$ cat src/rtl/ack_agg_pkg.sv
package ack_agg_pkg;

    localparam int OSR_W     = 8;
    localparam int OSR_UNITY = 1;

    typedef struct packed {
        logic             ack_en;
        logic             sinc_en;
        logic             integ_en;
        logic [OSR_W-1:0] sinc_osr;
        logic [OSR_W-1:0] integ_osr;
    } chan_cfg_t;

    // A flag may only be raised when acknowledging is enabled, at least one
    // filter stage runs, and at least one stage really decimates.
    function automatic logic cfg_permits_flag(input chan_cfg_t c);
        logic stage_on;
        logic no_decim;
        stage_on = c.sinc_en | c.integ_en;
        no_decim = (c.sinc_osr == OSR_W'(OSR_UNITY)) &&
                   (c.integ_osr == OSR_W'(OSR_UNITY));
        return c.ack_en & stage_on & ~no_decim;
    endfunction

endpackage

$ cat src/rtl/ack_set_qualifier.sv
module ack_set_qualifier
    import ack_agg_pkg::*;
#(
    parameter int NUM_CH = 4
) (
    input  logic [NUM_CH-1:0] new_data_i,
    input  chan_cfg_t         cfg_i [NUM_CH],
    output logic [NUM_CH-1:0] set_o
);

    for (genvar i = 0; i < NUM_CH; i++) begin : g_ch
        always_comb begin
            set_o[i] = new_data_i[i] & cfg_permits_flag(cfg_i[i]);
        end
    end

endmodule

$ cat src/rtl/ack_flag_bank.sv
module ack_flag_bank #(
    parameter int NUM_CH = 4
) (
    input  logic              clk,
    input  logic              rst,
    input  logic [NUM_CH-1:0] set_i,
    input  logic [NUM_CH-1:0] clr_i,
    output logic [NUM_CH-1:0] flags_o
);

    logic [NUM_CH-1:0] flag_q;

    for (genvar i = 0; i < NUM_CH; i++) begin : g_flag
        // set wins over clear so a result arriving during a read is kept
        always_ff @(posedge clk) begin
            if (rst)           flag_q[i] <= 1'b0;
            else if (set_i[i]) flag_q[i] <= 1'b1;
            else if (clr_i[i]) flag_q[i] <= 1'b0;
        end

        p_set_r2: assert property (@(posedge clk) disable iff (rst)
            set_i[i] |=> flag_q[i]);

        p_clear_r3: assert property (@(posedge clk) disable iff (rst)
            (clr_i[i] && !set_i[i]) |=> !flag_q[i]);

        p_set_beats_read_r4: assert property (@(posedge clk) disable iff (rst)
            (clr_i[i] && set_i[i]) |=> flag_q[i]);

        p_hold_r10: assert property (@(posedge clk) disable iff (rst)
            (!clr_i[i] && !set_i[i]) |=> $stable(flag_q[i]));
    end

    p_reset_r1: assert property (@(posedge clk)
        rst |=> (flag_q == '0));

    assign flags_o = flag_q;

endmodule

$ cat src/rtl/ack_pin_driver.sv
module ack_pin_driver #(
    parameter int NUM_CH = 4
) (
    input  logic [NUM_CH-1:0] flags_i,
    input  logic              pol_i,
    output logic              pin_o
);

    logic any_pending;

    always_comb begin
        any_pending = |flags_i;
        pin_o       = any_pending ^ pol_i;
    end

endmodule

$ cat src/rtl/ack_aggregator.sv
module ack_aggregator
    import ack_agg_pkg::*;
#(
    parameter int NUM_CH = 4,
    localparam int OSR_BUS_W = NUM_CH * OSR_W
) (
    input  logic                 clk,
    input  logic                 rst,
    input  logic [NUM_CH-1:0]    new_data_i,
    input  logic [NUM_CH-1:0]    rd_strobe_i,
    input  logic [NUM_CH-1:0]    ack_en_i,
    input  logic [NUM_CH-1:0]    sinc_en_i,
    input  logic [NUM_CH-1:0]    integ_en_i,
    input  logic [OSR_BUS_W-1:0] sinc_osr_i,
    input  logic [OSR_BUS_W-1:0] integ_osr_i,
    input  logic                 ack_pol_i,
    output logic [NUM_CH-1:0]    flags_o,
    output logic                 ack_pin_o
);

    chan_cfg_t         cfg [NUM_CH];
    logic [NUM_CH-1:0] set_req;

    for (genvar i = 0; i < NUM_CH; i++) begin : g_cfg
        always_comb begin
            cfg[i].ack_en    = ack_en_i[i];
            cfg[i].sinc_en   = sinc_en_i[i];
            cfg[i].integ_en  = integ_en_i[i];
            cfg[i].sinc_osr  = sinc_osr_i[i*OSR_W +: OSR_W];
            cfg[i].integ_osr = integ_osr_i[i*OSR_W +: OSR_W];
        end

        p_ack_off_r7: assert property (@(posedge clk) disable iff (rst)
            (!ack_en_i[i] && !flags_o[i]) |=> !flags_o[i]);

        p_stages_off_r8: assert property (@(posedge clk) disable iff (rst)
            (!sinc_en_i[i] && !integ_en_i[i] && !flags_o[i]) |=> !flags_o[i]);

        p_unity_osr_r9: assert property (@(posedge clk) disable iff (rst)
            ((sinc_osr_i[i*OSR_W +: OSR_W] == OSR_W'(OSR_UNITY)) &&
             (integ_osr_i[i*OSR_W +: OSR_W] == OSR_W'(OSR_UNITY)) &&
             !flags_o[i]) |=> !flags_o[i]);
    end

    ack_set_qualifier #(.NUM_CH(NUM_CH)) u_qual (
        .new_data_i (new_data_i),
        .cfg_i      (cfg),
        .set_o      (set_req)
    );

    ack_flag_bank #(.NUM_CH(NUM_CH)) u_flags (
        .clk     (clk),
        .rst     (rst),
        .set_i   (set_req),
        .clr_i   (rd_strobe_i),
        .flags_o (flags_o)
    );

    ack_pin_driver #(.NUM_CH(NUM_CH)) u_pin (
        .flags_i (flags_o),
        .pol_i   (ack_pol_i),
        .pin_o   (ack_pin_o)
    );

    p_pin_level_r5: assert property (@(posedge clk) disable iff (rst)
        ack_pin_o == ((flags_o != '0) ^ ack_pol_i));

    p_pin_idle_r6: assert property (@(posedge clk) disable iff (rst)
        (flags_o == '0) |-> (ack_pin_o == ack_pol_i));

endmodule

$ cat config.mk
export PLATFORM = sky130hd
export DESIGN_NAME = ack_aggregator
export DESIGN_NICKNAME = d
export VERILOG_FILES = /design/src/rtl/ack_agg_pkg.sv /design/src/rtl/ack_set_qualifier.sv /design/src/rtl/ack_flag_bank.sv /design/src/rtl/ack_pin_driver.sv /design/src/rtl/ack_aggregator.sv
export SDC_FILE = /design/constraint.sdc
export NUM_CORES = 1
export LEC_CHECK = 0
export CORE_AREA = 4 4 41 43
export DETAILED_ROUTE_END_ITERATION = 16
export DIE_AREA = 0 0 45 47
export DONT_BUFFER_PORTS = 1
export GPL_TIMING_DRIVEN = 0
export PLACE_DENSITY_LB_ADDON = 0.25
export SYNTH_ARGS = -nofsm -noshare
export SYNTH_HDL_FRONTEND = slang
export SYNTH_SLANG_ARGS = --single-unit
$ cat constraint.sdc
create_clock -name clk -period 2.5 [get_ports clk]
set_input_delay 0.5 -clock clk [delete_from_list [all_inputs] [get_ports clk]]
set_output_delay 0.5 -clock clk [all_outputs]
set_load 0.01 [all_outputs]
# Yosys cells after proc, flatten, opt, wreduce, memory -nomap -nowiden
# Index checks and enable logic that the tools add are counted.
[word_totals]
output_inout_bits = 5
inputBits = 87
register_bits = 4
word_cells = 50
[classes]
muxes = 8
n_bitwise = 21
reduce_logical = 9
n_eq_ne = 8
[ops]
columns = ["op", "n"]
rows = [
  ["8-bit by 1-bit equality test with 1-bit output, second input constant", 8],
  ["1-bit AND", 12],
  ["1-bit two-way mux", 8],
  ["2-bit nonzero test", 4],
  ["1-bit logical AND", 4],
  ["1-bit inverter", 4],
  ["1-bit OR", 4],
  ["4-bit OR reduction", 1],
  ["1-bit XOR", 1],
]

# Depth between registers and ports, before layout
# Gate-level depths: netlist of run 1.
[depth]
word_depth = 6
depth_mapped = 3

# Cells and area by module
# Synthesis of run 1 repeated with hierarchy kept, for this count alone.
[unflattened]
hier_cells = 42
area_unflattened_um2 = 451.7
[by_module_without_submodules]
columns = ["mod", "area_per_inst_um2", "seq_area_each_um2", "cells_each", "n_inst"]
rows = [
  ["ack_set_qualifier", 290.3, 0.0, 24, 1],
  ["ack_flag_bank", 140.1, 80.1, 16, 1],
  ["ack_pin_driver", 21.3, 0.0, 2, 1],
]

# Worst setup path after synthesis of run 1
# OpenSTA, ideal clock, no wires.
[synth_path]
path_type = "reg2out"
startpoint = "register u_flags.flag_q[2], in the netlist u_flags.flags_o[2]"
endpoint = "output port ack_pin_o"
path_buffers = 0
t_arrival_ns = 0.855
setup_slack_ns = 1.145
path_stages_with_launch = 3
path_cell_list = "dfxtp_1 nor4_1 xnor2_1"
[synth_between]
elab_chain_len = 2
[synth_rtl]
columns = ["element", "line", "source"]
rows = [
  ["start, declared", "ack_flag_bank.sv:11", "logic [NUM_CH-1:0] flag_q;"],
  ["start signal, assigned by index", "ack_flag_bank.sv:16", "if (rst) flag_q[i] <= 1'b0;"],
  ["start signal, assigned by index", "ack_flag_bank.sv:17", "else if (set_i[i]) flag_q[i] <= 1'b1;"],
  ["start signal, assigned by index", "ack_flag_bank.sv:18", "else if (clr_i[i]) flag_q[i] <= 1'b0;"],
  ["4-bit OR reduction", "ack_pin_driver.sv:12", "any_pending = |flags_i;"],
  ["1-bit XOR", "ack_pin_driver.sv:13", "pin_o = any_pending ^ pol_i;"],
  ["end, declared", "ack_aggregator.sv:18", "output logic ack_pin_o"],
]
# Every way passes these cells.

# Worst setup path after layout of run 1
# Same ends and word-level chain as after synthesis.

==> impl_results.md, run 1 <==
* Worst Path Max Fanout at 3
* Worst-skew pair later-pin latency at 0.23 ns
* Multi-input gate area at 298 µm²
* Starting DRT DRC Count at 0
* Hold slack at 0.435 ns
* Post-synthesis register bit count at 4
* Number of distinct library cells after synthesis at 14
* Avg Vias per Cell at 6.72
* CTS tree: yes
* Largest net degree at the start of global routing at 9
* N_diodes at 0
* Clock Tree Buf Depth at 2
* Pre-CTS setup slack at 1.06 ns
* Slew Limit Fails at 0
* Net Sw Power at 42.9 µW
* Die W at 45 µm
* Fin util at 32.5%
* Total DRC errors in the routed layout at 0
* Hpwl dp at 1.20 mm
* Starting Density at 29.3%
* Worst setup path start: u_flags.flags_o[2]$_SDFFE_PP0P_
* Nets at 138
* R2R Setup Slk at 1.78 ns
* Status: finished clean
* Register area share after synthesis at 21.0%
* Vias at 430
* R2R Path Start: u_flags.flags_o[1]$_SDFFE_PP0P_
* Routability cong. at 0.620
* VDD IR max at 0.193 mV
* Synth-to-layout area growth at 10.8%
* Crit path launch type: flip-flop
* # setup viols final at 0
* Post-CTS Setup Inserts at 0
* Hold_buf cts at 0
* CP required at 2.00 ns
* Largest register FFs at 4
* Layout cells sized above 1 at 18.4%
* Clk sinks at 4
* Core region area at 1300 µm²
* Io pins at 92
* H-tree depth at 1
* Setup ws final at 0.836 ns
* CP Capture Type: output pin
* Unrepaired setup endpoints after global routing: no
* Register area at 80.1 µm²
* Ys Warns at 0
* Clock slew at reported path FFs at 0.04 ns
* HP Class: input port to flip-flop
* Fmax at 601 MHz
* Critical setup path kind: flip-flop to output pin
* First-pass DRT Iterations at 1
* GRT Total Usage at 10.6%
* Total of max-cap violations at 0
* Global-route wire length before repair at 1.51 mm
* Sequential share of power at 40.6%
* Post-DP Area at 400 µm²
* Worst Max-Slew Pin Slew at 0.393 ns
* Mapped Nets at 133
* Final Hold Viols at 0
* Fin crit share at 66.6%
* Initial antenna violation count at 0
* Clock network power share at 44.6%
* Final WL at 1.31 mm
* Total die area at 2120 µm²
* Drt wl/cell at 20.5 µm
* # resized after CTS at 0
* Die Y at 47 µm
* Vias in the first global route at 385
* CTS Buf Count at 3
* Total gr overflow at 0
* Post-layout min period at 1.66 ns
* Setup TNS at 0 ns
* Post-DRT Antenna Nets at 0
* Power per cell area at 425 nW/µm²
* # port buffers at 0
* Worst reg2reg path depth at 1
* Combinational Power Share at 14.8%
* Syn avg cell area at 8.30 µm²
* Root buffer cell: clkbuf_4
* Slew headroom at 73.8%
* Static leakage at 0.000110 µW
* Critical Path End: ack_pin_o
* Mapped Area at 382 µm²
* Worst clock skew at 0 ns
* Internal Power at 137 µW
* Row count at 13
* Switching Fraction at 23.8%
* FF-to-FF End: u_flags.flags_o[1]$_SDFFE_PP0P_
* Fill count at 139
* Final Cell Area at 423 µm²
* WP data arrival at 1.16 ns
* Most frequent cells in the layout: nor4_1 (8), nor2_1 (8), nor4b_2 (5)
* Syn Inst Count at 46
-- worst max-delay path, stage by stage, from the launching register on --
cell	delay [ns]
dfxtp_1	0.35
nor4_1	0.36
xnor2_1	0.22
-- power groups by stage --
stage,Clock (µW),Sequential [µW],Combinational (µW)
global route,90.0,73.5,30.0
floorplan,0,72.6,24.1
global placement,0,74.3,26.6
finish,80.3,73.0,26.6
CTS,85.7,73.2,27.1
detailed placement,0,74.2,27.0
-- cell families after synthesis --
| logic type | Yosys count | share of synthesized area, % |
|---|---|---|
| AND/OR/NAND/NOR | 36 | 66.2 |
| AO/OA/AOI/OAI | 4 | 9.51 |
| flip-flops | 4 | 21.0 |
| XOR/XNOR | 1 | 2.30 |
| buffers and inverters | 1 | 0.983 |
-- cells in the mapped netlist, drive strengths merged --
cell type | count | share of area, %
nor3 | 3 | 3.9
dfxtp | 4 | 21
nor4b | 8 | 27
xnor2 | 1 | 2.3
a32o | 1 | 2.6
a22o | 3 | 6.9
nand2 | 3 | 3.0
clkbuf | 1 | 0.98
nor3b | 1 | 2.0
nor4 | 9 | 16
nor2 | 8 | 7.9
nand4 | 4 | 6.6
-- routing by layer --
metal	wire length, µm	GRT usage [%]
met1	386	12.1
met5	0	0
met4	12	10.5
met2	650	15.3
met3	264	3.45
-- area by class of cell --
| type | instances | share of cell area (%) |
|---|---|---|
| plain buffers | 1 | 0.888 |
| multi-input cells | 41 | 70.4 |
| well taps | 15 | 4.44 |
| clock buffers | 3 | 5.33 |
| flip-flops and latches | 4 | 18.9 |
-- worst min path at each step --
stage | startpoint | endpoint | slack (ns) | depth (start not counted)
after floorplan | u_flags.flags_o[2]$_SDFFE_PP0P_ | u_flags.flags_o[2]$_SDFFE_PP0P_ | 0.53 | 1
after global placement | u_flags.flags_o[3]$_SDFFE_PP0P_ | u_flags.flags_o[3]$_SDFFE_PP0P_ | 0.57 | 1
after detailed placement | u_flags.flags_o[3]$_SDFFE_PP0P_ | u_flags.flags_o[3]$_SDFFE_PP0P_ | 0.58 | 1
after CTS | new_data_i[1] | u_flags.flags_o[1]$_SDFFE_PP0P_ | 0.42 | 1
after global routing | new_data_i[1] | u_flags.flags_o[1]$_SDFFE_PP0P_ | 0.44 | 1
final | new_data_i[1] | u_flags.flags_o[1]$_SDFFE_PP0P_ | 0.43 | 1
-- through the flow --
stage | total power (µW) | cells
after CTS | 186 | 64
after global routing | 194 | 64
after detailed placement | 101 | 61
after floorplan | 96.7 | 46
final | 180 | 64
after global placement | 101 | 61
(Power assumes the default switching activity.)
==> run 2: changes to the inputs <==
==> constraint.sdc (replaced) <==
create_clock -name clk -period 1.6 [get_ports clk]
set_input_delay 0.32 -clock clk [delete_from_list [all_inputs] [get_ports clk]]
set_output_delay 0.32 -clock clk [all_outputs]
set_load 0.01 [all_outputs]
==> results of run 2 <==
The final DEF is identical to that of run 1. Status: finished clean.
Among the figures that moved: setup slack after placement 1.06 ns -> 0.345 ns; setup slack after layout 0.836 ns -> 0.116 ns; hold slack 0.435 ns -> 0.255 ns; register-to-register setup slack 1.78 ns -> 0.88 ns; total power 180 µW -> 281 µW; worst IR drop on VDD 0.193 mV -> 0.302 mV
==> run 3: changes to the inputs <==
--- a/config.mk
+++ b/config.mk
@@ -13,4 +13,6 @@
 export PLACE_DENSITY_LB_ADDON = 0.25
 export SYNTH_ARGS = -nofsm -noshare
 export SYNTH_HDL_FRONTEND = slang
+export SYNTH_HIERARCHICAL = 1
 export SYNTH_SLANG_ARGS = --single-unit
+export TNS_END_PERCENT = 10
==> run 3 against run 2 <==
  * Clock skew did not move
  * Final cell count fell by 6.3%
  * Synthesized area is 18% higher
  * Worst setup slack better by 0.051 ns
  * Critical path type unchanged
  * Largest cell class unchanged
==> impl_results.md, run 3 <==
* Synth top area share at 26.6% (+5.6 points)
* Power per cell area at 566 nW/µm²
* Clock slew at reported path FFs at 0.04 ns (about the same)
* Starting DRT DRC Count at 2 (+2)
* Slew Limit Fails at 0 (unchanged)
* Final WL at 1.46 mm (+11%)
* Post-DRT Antenna Nets at 0 (unchanged)
* CP required at 1.28 ns
* Final Cell Area at 493 µm² (+17%)
* Post-layout min period at 1.43 ns
* Ys Warns at 6 (+6)
* Total gr overflow at 0 (unchanged)
* Register area share after synthesis at 17.7% (-3.3 points)
* Static leakage at 0.000110 µW (+0.59%)
* Commonest non-fill, non-tap cell in the layout: nor4_2
* Nets at 134 (-2.9%)
* Post-synthesis register bit count at 4 (unchanged)
* CTS Buf Count at 3 (unchanged)
* Slew headroom at 82.0% (+8.2 points)
* Post-synth EDFFs at 0 (unchanged)
* Starting Density at 34.7% (+5.4 points)
* Critical setup path kind: flip-flop to output pin
* Worst Path Max Fanout at 3 (unchanged)
* Hpwl dp at 1.41 mm (+17%)
* Syn Inst Count at 42 (-8.7%)
* Worst Max-Slew Pin Slew at 0.268 ns (-0.125 ns)
* Vias in the first global route at 519 (+35%)
* Hold_buf cts at 0 (unchanged)
* Synth async-reset ratio at 0% (unchanged)
* Global-route wire length before repair at 1.98 mm (+31%)
* Row count at 13 (unchanged)
* Die W at 45 µm (unchanged)
* CTS tree: yes
* Number of distinct library cells after synthesis at 9 (-5)
* CP Capture Type: output pin
* Drt wl/cell at 24.4 µm (+19%)
* Post-CTS Setup Inserts at 0 (unchanged)
* Die Y at 47 µm (unchanged)
* Clk sinks at 4 (unchanged)
* Pre-CTS setup slack at 0.394 ns
* Post-DP Area at 470 µm² (+17%)
* Syn avg cell area at 10.8 µm² (+30%)
* Largest register FFs at 4 (unchanged)
* CP delay by family, top: flip-flops
* N_diodes at 0 (unchanged)
* Worst clock skew at 0 ns (unchanged)
* H-tree depth at 1 (unchanged)
* Root buffer cell: clkbuf_4
* Cell taking the most area after synthesis: nor4b_2
* Total DRC errors in the routed layout at 0 (unchanged)
* Largest net degree at the start of global routing at 5 (-4)
* Vias at 433 (+0.70%)
* Setup TNS at 0 ns (unchanged)
* Synth-to-layout area growth at 9.14%
* Mapped Nets at 129 (-3.0%)
* # placed instances at 57 (-6.6%)
* Prevailing post-synth register cell: dfxtp_1
* WP data arrival at 1.11 ns (-0.05 ns)
* Clock Tree Buf Depth at 2 (unchanged)
* Routability cong. at 0.724 (+17%)
* Fin crit share at 89.6%
* Initial antenna violation count at 0 (unchanged)
* Core region area at 1300 µm² (unchanged)
* CP max-delay cell: dfxtp_1
* GRT Total Usage at 12.7% (+2.1 points)
* Final Hold Viols at 0 (unchanged)
* Crit path launch type: flip-flop
* Setup ws final at 0.167 ns
* VDD IR max at 0.517 mV
* # setup viols final at 0 (unchanged)
* Worst path cell trace: nor4_2 -> xnor2_1
* Total of max-cap violations at 0 (unchanged)
* Unrepaired setup endpoints after global routing: no
* Non-Filler Instances at 60 (-6.3%)
* First-pass DRT Iterations at 3 (+2)
* Worst-skew pair later-pin latency at 0.23 ns (about the same)
* Crit-path max cell delay at 0.35 ns (about the same)
* Most common cell in the netlist: nor4_2
* # resized after CTS at 0 (unchanged)
* Buf+Inv Stages, Crit Path at 0 (unchanged)
* Mapped Area at 452 µm² (+18%)
* Avg Vias per Cell at 7.22 (+7.4%)
* Most frequent cells in the layout: nor4_2 (9), nor4b_2 (8)
* Leading post-synthesis cells by cell area: nor4b_2 (27%), nor4_2 (25%), dfxtp_1 (18%), o2111a_1 (10%), nand2b_1 (5.5%)
* Total die area at 2120 µm² (unchanged)
* Fill count at 144 (+3.6%)
* Layout cells sized above 1 at 44.4% (+26 points)
* Io pins at 92 (unchanged)
* Synth cell count leaders: nor4_2 (9), nor4b_2 (8)
* # port buffers at 0 (unchanged)
* Fmax at 698 MHz
* HP Class: input port to flip-flop
* Status: finished clean
[run 3: cell families (layout without fill, tap and decap cells)]
kind of cell              Yosys count  count (layout)  synth area share, %
and+or+nand+nor                    25              25                 62.6
buffers and inverters               4               7                 3.32
DFF                                 4               4                 17.7
xor gates and xnor gates            1               1                 1.94
AOI/OAI and AO/OA                   8               8                 14.4
[run 3: metrics by stage]
step           hold slack, ns  utilization, %  power, µW
2_1_floorplan           0.389               -        151
3_5_place_dp            0.392            36.2        156
5_1_grt                 0.142            37.9        297
3_3_place_gp            0.391            36.2        155
4_1_cts                 0.140            37.9        288
6_report                0.151            37.9        279
[run 3: power by group]
| group | total, µW | internal [µW] | switching (µW) | leakage, µW |
|---|---|---|---|---|
| registers | 113 | 105 | 7.96 | 0.0000328 |
| logic | 40.0 | 27.9 | 12.1 | 0.0000638 |
| clock network | 126 | 83.9 | 41.7 | 0.0000138 |
[run 3: worst paths after layout]
kind                                           to                             from  slack (ns)  depth (start not counted)
setup / recovery                        ack_pin_o  u_flags/flags_o[1]$_SDFFE_PP0P_        0.17                          2
hold / removal    u_flags/flags_o[3]$_SDFFE_PP0P_                              rst        0.15                          1
setup reg to reg  u_flags/flags_o[2]$_SDFFE_PP0P_  u_flags/flags_o[2]$_SDFFE_PP0P_        0.90                          2
hold reg to reg   u_flags/flags_o[0]$_SDFFE_PP0P_  u_flags/flags_o[0]$_SDFFE_PP0P_        0.54                          2
[run 3: area by class of cell]
cell class	count	area, µm²	area share, %
multi-input combinational	34	357	72.3
tap	15	18.8	3.81
sequential	4	80.1	16.2
inverter	4	15.0	3.05
clock buffer	3	22.5	4.57
[run 3: per-layer routing]
layer	vias to the layer above	track usage, %	share of wire (%)	wire (µm)
li1	188	-	-	-
met1	181	12.5	28	408
met2	64	22.0	48	707
met3	0	9.58	24	345
met4	0	1.75	0	0
met5	-	0	0	0
